===== config.mk =====
export PLATFORM = sky130hd
export DESIGN_NAME = gpe_sci_hub
export DESIGN_NICKNAME = d
export VERILOG_FILES = /design/src/rtl/gpe_sci_pkg.sv /design/src/rtl/gpe_regfile.sv /design/src/rtl/cpu_presence_map.sv /design/src/rtl/sci_combine.sv /design/src/rtl/gpe_sci_hub.sv
export SDC_FILE = /design/constraint.sdc
export NUM_CORES = 1
export LEC_CHECK = 0
export BUFFER_PORTS_ARGS = -buffer_cell sky130_fd_sc_hd__clkbuf_2
export CORE_ASPECT_RATIO = 1.1
export CORE_MARGIN = 1.5
export CORE_UTILIZATION = 40
export CTS_BUF_LIST = sky130_fd_sc_hd__clkbuf_4
export CTS_CLUSTER_DIAMETER = 60
export DETAILED_ROUTE_END_ITERATION = 10
export GPL_ROUTABILITY_DRIVEN = 0
export PLACE_DENSITY = 0.64
export SYNTH_ARGS = -nofsm -noshare
export SYNTH_HDL_FRONTEND = slang
export SYNTH_HIERARCHICAL = 1
export SYNTH_SLANG_ARGS = --single-unit

===== constraint.sdc =====
create_clock -name clk -period 3 [get_ports clk]
set_input_delay 0.3 -clock clk [delete_from_list [all_inputs] [get_ports clk]]
set_output_delay 0.3 -clock clk [all_outputs]
set_load 0.005 [all_outputs]

===== src/rtl/gpe_sci_pkg.sv =====
package gpe_sci_pkg;

    localparam int PM1_W       = 16;
    localparam int BYTE_W      = 8;
    localparam int GPE_HALF_N  = 2;
    localparam int CPU_ID_W    = 8;
    localparam int MAP_BYTES_D = (1 << CPU_ID_W) / BYTE_W;

    // bits of the PM1 product that may raise the interrupt
    localparam int PM1_TMR_BIT  = 0;
    localparam int PM1_GLK_BIT  = 5;
    localparam int PM1_PWRB_BIT = 8;
    localparam int PM1_RTC_BIT  = 10;
    localparam logic [PM1_W-1:0] PM1_SCI_MASK =
        (PM1_W'(1) << PM1_TMR_BIT)  | (PM1_W'(1) << PM1_GLK_BIT) |
        (PM1_W'(1) << PM1_PWRB_BIT) | (PM1_W'(1) << PM1_RTC_BIT);

    // event byte 0 bits that may raise the interrupt
    localparam int GPE_SLOT_BIT = 1;
    localparam int GPE_CPU_BIT  = 2;
    localparam logic [BYTE_W-1:0] GPE0_SCI_MASK =
        (BYTE_W'(1) << GPE_SLOT_BIT) | (BYTE_W'(1) << GPE_CPU_BIT);

    typedef enum logic [1:0] {
        OFS_STS_LO = 2'd0,
        OFS_STS_HI = 2'd1,
        OFS_EN_LO  = 2'd2,
        OFS_EN_HI  = 2'd3
    } gpe_ofs_e;

    typedef struct packed {
        logic              we;
        gpe_ofs_e          ofs;
        logic [BYTE_W-1:0] data;
    } gpe_wr_t;

    typedef struct packed {
        logic                plug;
        logic                unplug;
        logic [CPU_ID_W-1:0] id;
    } cpu_evt_t;

    // clear on written ones, then apply new events (events win)
    function automatic logic [BYTE_W-1:0] w1c_update(
        input logic [BYTE_W-1:0] cur,
        input logic              clr_en,
        input logic [BYTE_W-1:0] clr,
        input logic [BYTE_W-1:0] set
    );
        logic [BYTE_W-1:0] kept;
        kept = clr_en ? (cur & ~clr) : cur;
        return kept | set;
    endfunction

endpackage


===== src/rtl/gpe_regfile.sv =====
module gpe_regfile
    import gpe_sci_pkg::*;
(
    input  logic                                clk,
    input  logic                                rst,
    input  gpe_wr_t                             wr,
    input  logic [BYTE_W-1:0]                   set_lo,
    output logic [GPE_HALF_N-1:0][BYTE_W-1:0]   sts,
    output logic [GPE_HALF_N-1:0][BYTE_W-1:0]   en
);

    logic [GPE_HALF_N-1:0][BYTE_W-1:0] sts_q;
    logic [GPE_HALF_N-1:0][BYTE_W-1:0] en_q;

    for (genvar h = 0; h < GPE_HALF_N; h++) begin : g_half
        localparam gpe_ofs_e STS_OFS = gpe_ofs_e'(h);
        localparam gpe_ofs_e EN_OFS  = gpe_ofs_e'(h + GPE_HALF_N);
        logic [BYTE_W-1:0] set_bits;

        if (h == 0) begin : g_evt
            assign set_bits = set_lo;
        end else begin : g_noevt
            assign set_bits = '0;
        end

        always_ff @(posedge clk) begin
            if (rst) begin
                sts_q[h] <= '0;
                en_q[h]  <= '0;
            end else begin
                sts_q[h] <= w1c_update(sts_q[h], wr.we && (wr.ofs == STS_OFS),
                                       wr.data, set_bits);
                if (wr.we && (wr.ofs == EN_OFS)) begin
                    en_q[h] <= wr.data;
                end
            end
        end
    end

    assign sts = sts_q;
    assign en  = en_q;

endmodule


===== src/rtl/cpu_presence_map.sv =====
module cpu_presence_map
    import gpe_sci_pkg::*;
#(
    parameter int                       MAP_BYTES = MAP_BYTES_D,
    parameter logic [MAP_BYTES*8-1:0]   BOOT_MASK = 'h5,
    localparam int                      IDX_W     = $clog2(MAP_BYTES)
) (
    input  logic                        clk,
    input  logic                        rst,
    input  cpu_evt_t                    evt,
    input  logic [IDX_W-1:0]            rd_idx,
    output logic [BYTE_W-1:0]           rd_byte,
    output logic [MAP_BYTES*8-1:0]      bits
);

    localparam int BIT_SEL_W = $clog2(BYTE_W);

    logic [MAP_BYTES-1:0][BYTE_W-1:0] map_q;
    logic [BYTE_W-1:0]                bit_onehot;
    logic [IDX_W-1:0]                 evt_byte;

    assign bit_onehot = BYTE_W'(1) << evt.id[BIT_SEL_W-1:0];
    assign evt_byte   = evt.id[BIT_SEL_W +: IDX_W];

    for (genvar b = 0; b < MAP_BYTES; b++) begin : g_byte
        logic hit;
        assign hit = (evt_byte == IDX_W'(b));

        always_ff @(posedge clk) begin
            if (rst) begin
                map_q[b] <= BOOT_MASK[b*BYTE_W +: BYTE_W];
            end else if (hit && evt.plug) begin
                map_q[b] <= map_q[b] | bit_onehot;
            end else if (hit && evt.unplug) begin
                map_q[b] <= map_q[b] & ~bit_onehot;
            end
        end
    end

    assign rd_byte = map_q[rd_idx];
    assign bits    = map_q;

endmodule


===== src/rtl/sci_combine.sv =====
module sci_combine
    import gpe_sci_pkg::*;
(
    input  logic [PM1_W-1:0]  pm1_sts,
    input  logic [PM1_W-1:0]  pm1_en,
    input  logic [BYTE_W-1:0] gpe_sts_lo,
    input  logic [BYTE_W-1:0] gpe_en_lo,
    output logic              sci,
    output logic              tmr_arm
);

    logic pm1_hit;
    logic gpe_hit;

    always_comb begin
        pm1_hit = |(pm1_sts & pm1_en & PM1_SCI_MASK);
        gpe_hit = |(gpe_sts_lo & gpe_en_lo & GPE0_SCI_MASK);
        sci     = pm1_hit | gpe_hit;
        tmr_arm = pm1_en[PM1_TMR_BIT] & ~pm1_sts[PM1_TMR_BIT];
    end

endmodule


===== src/rtl/gpe_sci_hub.sv =====
module gpe_sci_hub
    import gpe_sci_pkg::*;
#(
    parameter int                       MAP_BYTES = MAP_BYTES_D,
    parameter logic [MAP_BYTES*8-1:0]   BOOT_MASK = 'h5,
    localparam int                      ADDR_W    = $clog2(MAP_BYTES)
) (
    input  logic                 clk,
    input  logic                 rst,
    input  logic                 reg_sel_map,
    input  logic [ADDR_W-1:0]    reg_addr,
    input  logic                 reg_we,
    input  logic [BYTE_W-1:0]    reg_wdata,
    output logic [BYTE_W-1:0]    reg_rdata,
    input  logic [PM1_W-1:0]     pm1_sts,
    input  logic [PM1_W-1:0]     pm1_en,
    input  logic                 slot_evt,
    input  logic                 cpu_plug,
    input  logic                 cpu_unplug,
    input  logic [CPU_ID_W-1:0]  cpu_id,
    output logic                 sci,
    output logic                 tmr_arm
);

    localparam int GPE_OFS_W = $clog2(2 * GPE_HALF_N);

    logic                              gpe_in_range;
    gpe_wr_t                           gpe_wr;
    cpu_evt_t                          cpu_evt;
    logic [BYTE_W-1:0]                 set_lo;
    logic [GPE_HALF_N-1:0][BYTE_W-1:0] gpe_sts;
    logic [GPE_HALF_N-1:0][BYTE_W-1:0] gpe_en;
    logic [BYTE_W-1:0]                 map_rd;
    logic [BYTE_W-1:0]                 gpe_rd;
    logic [MAP_BYTES*8-1:0]            map_bits;
    logic [BYTE_W-1:0]                 gpe_sts0;
    logic [BYTE_W-1:0]                 gpe_en0;

    // event block decode: only the low offsets are mapped
    assign gpe_in_range = ~reg_sel_map &&
                          (reg_addr[ADDR_W-1:GPE_OFS_W] == '0);

    always_comb begin
        gpe_wr.we   = reg_we && gpe_in_range;
        gpe_wr.ofs  = gpe_ofs_e'(reg_addr[GPE_OFS_W-1:0]);
        gpe_wr.data = reg_wdata;

        cpu_evt.plug   = cpu_plug;
        cpu_evt.unplug = cpu_unplug;
        cpu_evt.id     = cpu_id;

        set_lo = '0;
        set_lo[GPE_SLOT_BIT] = slot_evt;
        set_lo[GPE_CPU_BIT]  = cpu_plug | cpu_unplug;
    end

    gpe_regfile u_regs (
        .clk    (clk),
        .rst    (rst),
        .wr     (gpe_wr),
        .set_lo (set_lo),
        .sts    (gpe_sts),
        .en     (gpe_en)
    );

    cpu_presence_map #(
        .MAP_BYTES (MAP_BYTES),
        .BOOT_MASK (BOOT_MASK)
    ) u_map (
        .clk     (clk),
        .rst     (rst),
        .evt     (cpu_evt),
        .rd_idx  (reg_addr),
        .rd_byte (map_rd),
        .bits    (map_bits)
    );

    assign gpe_sts0 = gpe_sts[0];
    assign gpe_en0  = gpe_en[0];

    sci_combine u_sci (
        .pm1_sts    (pm1_sts),
        .pm1_en     (pm1_en),
        .gpe_sts_lo (gpe_sts0),
        .gpe_en_lo  (gpe_en0),
        .sci        (sci),
        .tmr_arm    (tmr_arm)
    );

    always_comb begin
        unique case (gpe_wr.ofs)
            OFS_STS_LO: gpe_rd = gpe_sts[0];
            OFS_STS_HI: gpe_rd = gpe_sts[1];
            OFS_EN_LO:  gpe_rd = gpe_en[0];
            OFS_EN_HI:  gpe_rd = gpe_en[1];
            default:    gpe_rd = '0;
        endcase
        if (reg_sel_map) begin
            reg_rdata = map_rd;
        end else if (gpe_in_range) begin
            reg_rdata = gpe_rd;
        end else begin
            reg_rdata = '0;
        end
    end

endmodule


Yosys cells after proc, flatten, opt, wreduce, memory -nomap -nowiden

Index checks and enable logic that the tools add are counted.

Register bits: 288
Bits of input ports: 60
Output and inout port bits: 10
Word-level logic and storage cells: 325

Magnitude comparators: 1
Equal/unequal tests: 34
Shift operators: 1
Mux-type cells: 70
Bitwise operators: 76
Reduce and logical (&&, ||, !) cells: 107

Operators by type and width:

| operator            | number |
|---|---|
| $mux 8              | 68 |
| $and 8x8->8         | 34 |
| $or 8x8->8          | 32 |
| $eq 5x5->1 const B  | 16 |
| $logic_and 1x1->1   | 70 |
| $reduce_bool 2->1   | 32 |
| $bmux 8 s5          | 1 |
| $eq 5x4->1 const B  | 8 |
| $pmux 8 s4          | 1 |
| $eq 5x3->1 const B  | 4 |
| $not 8->8           | 2 |
| $and 11x11->11      | 1 |
| $eq 5x2->1 const B  | 2 |
| $or 8x3->8          | 1 |
| $shl 1x3->8 const A | 1 |
| $lt 5x6->1 const B  | 1 |
| $eq 5x1->1 const B  | 1 |
| $logic_not 5->1     | 1 |
| $eq 2x2->1 const B  | 2 |
| $reduce_or 4->1     | 1 |
| $and 3x3->3         | 1 |
| $logic_not 3->1     | 1 |
| $eq 2x1->1 const B  | 1 |
| $logic_not 2->1     | 1 |
| 4 further kinds     | 6 |

Depth between registers and ports, before layout

Depth after elaboration: 6
Mapped depth: 8
Depth with buffers taken out: 6

Modules after synthesis

The synthesis kept the hierarchy.

Modules (own cells, without submodules):

| module           | instances | cells an instance | area each (um2) |
|---|---|---|---|
| cpu_presence_map | 1         | 1,392             | 12,903.6 |
| gpe_regfile      | 1         | 124               | 1,257.5 |
| gpe_sci_hub      | 1         | 50                | 352.8 |
| sci_combine      | 1         | 5                 | 36.3 |

Least setup slack after synthesis

No wires, ideal clock.

Path kind: input to output
Start: in reg_addr[2]
End: out reg_rdata[0]
Data arrival time: 2,151 ps
Slack: 549 ps
Cell stages on the path: 8
Path buffers: 2
Cells stage by stage: buf_2 clkbuf_1 mux4_2 mux4_2 mux2_2 nand2_1 and3_1 a21oi_1

Elaborated cells between the ends (all ways): 6

RTL lines:

| element                      | RTL line               | text |
|---|---|---|
| start, declared              | gpe_sci_hub.sv:11      | `input logic [ADDR_W-1:0] reg_addr,` |
| $bmux 8 s5                   | cpu_presence_map.sv:40 | `assign rd_byte = map_q[rd_idx];` |
| $mux 8 (implied by the code) | cpu_presence_map.sv:40 |  |
| net map_rd[0]                | gpe_sci_hub.sv:33      | `logic [BYTE_W-1:0] map_rd;` |
| $mux 8                       | gpe_sci_hub.sv:98      | `if (reg_sel_map) begin` |
| end, declared                | gpe_sci_hub.sv:14      | `output logic [BYTE_W-1:0] reg_rdata,` |

The timed path passes the listed nets, and every way through them passes these cells. The select of a mux whose other input is x is not followed.

==> impl_metrics.toml <==
[setup_path]
critPathArrivalTime_ps = 2780
worst-path-max-fanout = 2
critical_path.endpoint_type = "output pin"
worst_setup_path_start_kind = "flop"
timing.critical_path.required_ps = 2700
timing.setup.critical_path_class = "reg2out"

[timing]
timing.clock.skew_ps = 0
timing.final.max_slew_violations = 0
rsz0062_at_grt = "true"
worst-slew-pin-transition_ps = 1290
min_period_over_period_pct = 103
timing.fmax_ghz = 0.325
worst_max_slew_margin_expressed_relative_to_the_limit_pct = 13.8
timing.final.hold_violations = 0
layout_setup_ws_ps = -80.7
period_minus_slack_ps = 3080
setup_viol = 8

[synth]
cell_area_after_technology_mapping_mm2 = 0.0146
async_flop_share_pct = 0
ys_seq_elements = 288
syn-mean-instance-area_um2 = 9.26
yosysWarningCount = 6
synth_edf_count = 0
yosysSeqAreaShare_pct = 39.6
synth_ff_type = "sky130_fd_sc_hd__dfxtp_1"
synthCells = 1571
synth_unique_cells = 49

[layout]
layout_cells_sized_above_1_pct = 23.0
fillCellCount = 3448
fin_area_mm2 = 0.0164
finish.net_count = 1618
area_growth_pct = 12.7

[power]
power_frac_seq_pct = 48.2
swShare_pct = 27.6
share_clk_of_total_power_pct = 42.0
p_int_mw = 5.79
static-leakage-power_nw = 5.22
p_per_area_mw_per_mm2 = 487
worst_ir_drop_vdd_uv = 198
netSwitchingPower_mw = 2.20
combinationalPowerShare_pct = 9.8
power_mw = 7.99

[floorplan]
io_pins = 70
die_h_um = 203
die_wd_um = 185
design.die.area_mm2 = 0.0375
core_area_mm2 = 0.0360
floorplan.rows = 73
floorplan.initialDensity_pct = 40.4

[cts]
cts_htree_levels = 3
clk_pin_slew_ps = 70
tritoncts.num_buffers = 79
cts_tree = "yes"
cts_num_sinks = 288
clock_path_buffers = 3
worstSkewPairLatency_ps = 720
ctsRootBufferMaster = "sky130_fd_sc_hd__clkbuf_4"

[grt]
via_count_of_the_first_global_routing_pass = 13100
grt_start_max_net_pins = 159
global_route.usage.total_pct = 24.6
initial_antenna_violation_count = 1
grt.overflow.total = 0
grt_pass1_wl_mm = 73.0

[place]
dp_hpwl_mm = 26.1
port-buffer-count = 45
detailed_place.area_mm2 = 0.0154

[routing]
total_number_of_vias = 13300
vias_per_cell = 6.36
ant_nets = 0
drt_drc_violations_left = 0
first_iteration_detailed_routing_drc_count = 1392
drt-pass1-iter-count = 7
detail_route.wirelength_mm = 46.3
drt-wirelength-per-cell_um = 22.1

[worst_hold_path]
timing.hold.worst.class = "in2reg"

[run_status]
failed_checks = "setup timing"
run_status = "complete, but fails checks"

[run]
max_cap_violations = 0
routing by layer:
layer	vias up	global-route usage, %	share of wire [%]
met5	-	0	0
met4	0	11.3	3.5
met3	114	3.96	7.1
met2	594	39.8	48
met1	6569	32.0	41
li1	6027	-	-
power groups by stage:
stage	clock network [mW]	logic, mW	registers [mW]
finish	3.36	0.784	3.85
CTS	3.42	0.769	3.85
global route	3.65	0.826	3.85
floorplan	0	0.475	3.93
detailed placement	0	0.758	3.93
global placement	0	0.751	3.93
repair_timing:
| item | CTS | global route |
|---|---|---|
| hold buffers | 9 | 0 |
| buffers inserted | 1 | 0 |
| resized for setup | 12 | 1 |
| setup endpoints to repair | 8 | 8 |
| hold endpoints to repair | 32 | 0 |
cell families after synthesis:
kind of cell	share of synthesized area [%]
AO/OA/AOI/OAI	23.8
other	0.0258
buffers and inverters	6.85
multiplexers	14.7
flip-flops	39.6
AND/OR/NAND/NOR	15.1
cells in the final DEF, fill, tap and decap left out, types with 3 or more instances in the layout:
master,synthesis,layout
sky130_fd_sc_hd__a311oi_1,8,8
sky130_fd_sc_hd__buf_12,0,15
sky130_fd_sc_hd__nand4b_1,4,4
sky130_fd_sc_hd__clkbuf_4,0,114
sky130_fd_sc_hd__and4b_1,4,4
sky130_fd_sc_hd__clkinv_2,0,3
sky130_fd_sc_hd__nand2_2,0,4
sky130_fd_sc_hd__nand3b_1,3,3
sky130_fd_sc_hd__clkinv_1,0,6
sky130_fd_sc_hd__nand3_1,257,257
sky130_fd_sc_hd__and3_1,10,10
sky130_fd_sc_hd__dlygate4sd3_1,0,9
sky130_fd_sc_hd__nand2_1,10,5
sky130_fd_sc_hd__or3b_2,3,3
sky130_fd_sc_hd__nand4bb_1,6,6
sky130_fd_sc_hd__conb_1,1,12
sky130_fd_sc_hd__o221ai_1,8,8
sky130_fd_sc_hd__a22oi_1,3,3
sky130_fd_sc_hd__nor4bb_2,0,4
sky130_fd_sc_hd__a21oi_1,270,270
sky130_fd_sc_hd__clkbuf_2,0,42
sky130_fd_sc_hd__mux4_2,80,80
sky130_fd_sc_hd__mux2i_1,24,24
sky130_fd_sc_hd__dfxtp_1,288,286
sky130_fd_sc_hd__inv_2,0,4
sky130_fd_sc_hd__buf_4,7,66
sky130_fd_sc_hd__and3b_1,5,5
sky130_fd_sc_hd__o31ai_1,256,256
sky130_fd_sc_hd__or4b_1,4,4
sky130_fd_sc_hd__mux2_2,8,3
sky130_fd_sc_hd__nor3b_2,1,4
sky130_fd_sc_hd__inv_1,8,8
sky130_fd_sc_hd__nor2_1,8,8
sky130_fd_sc_hd__mux2_4,0,5
sky130_fd_sc_hd__nand2b_1,33,33
cell type report:
| class | instances | area, um2 | share of cell area [%] |
|---|---|---|---|
| Clock inverter | 13 | 52.6 | 0.320 |
| Timing Repair Buffer | 133 | 1110 | 6.77 |
| Clock buffer | 114 | 856 | 5.22 |
| Antenna cell | 1 | 2.50 | 0.0153 |
| Sequential cell | 288 | 5770 | 35.2 |
| Multi-Input combinational cell | 1048 | 7970 | 48.6 |
| Inverter | 8 | 30.0 | 0.183 |
| Tap cell | 487 | 609 | 3.72 |
final timing paths:
kind                  start              to  slack, ps  cells after the start
max reg2reg   u_regs/sts[2]   u_regs/sts[2]       2210                      2
min reg2reg  u_regs/sts[12]  u_regs/sts[12]        450                      2
max                    flop    reg_rdata[3]        -80                      7
min               cpu_id[7]            flop        110                      4
Yosys cell counts (all sizes together), types with 6 or more instances:
cell | number | area share (%)
nand2b | 33 | 1.4
a311oi | 8 | 0.48
o221ai | 8 | 0.48
and3 | 10 | 0.43
clkbuf | 207 | 5.3
mux2 | 8 | 0.62
mux4 | 80 | 12
buf | 31 | 1.3
mux2i | 24 | 1.7
dfxtp | 288 | 40
o31ai | 256 | 13
nand3 | 257 | 8.8
nand4bb | 6 | 0.46
inv | 8 | 0.21
nor2 | 8 | 0.21
nor4bb | 6 | 0.41
a21oi | 270 | 9.3
nand2 | 10 | 0.26
stage by stage:
stage | TNS, ps | setup slack, ps | hold slack [ps] | std cells | utilization, %
2_1_floorplan | 0 | 549 | 388 | 1582 | -
3_3_place_gp | 0 | 24.7 | 433 | 1954 | 42.7
3_5_place_dp | 0 | 27.1 | 438 | 1954 | 42.7
4_1_cts | -704 | -96.4 | 59.1 | 2091 | 45.6
5_1_grt | -1270 | -185 | 102 | 2092 | 45.6
6_report | -488 | -80.7 | 110 | 2092 | 45.6
critical path: stages, from the launching register on:
cell	delay (ps)
sky130_fd_sc_hd__dfxtp_1	310
sky130_fd_sc_hd__mux4_2	460
sky130_fd_sc_hd__mux4_2	560
sky130_fd_sc_hd__mux2_4	320
sky130_fd_sc_hd__nand2_2	80
sky130_fd_sc_hd__and3_1	160
sky130_fd_sc_hd__a21oi_1	40
sky130_fd_sc_hd__clkbuf_2	110
Note: power is estimated with default switching activity, not from simulation.
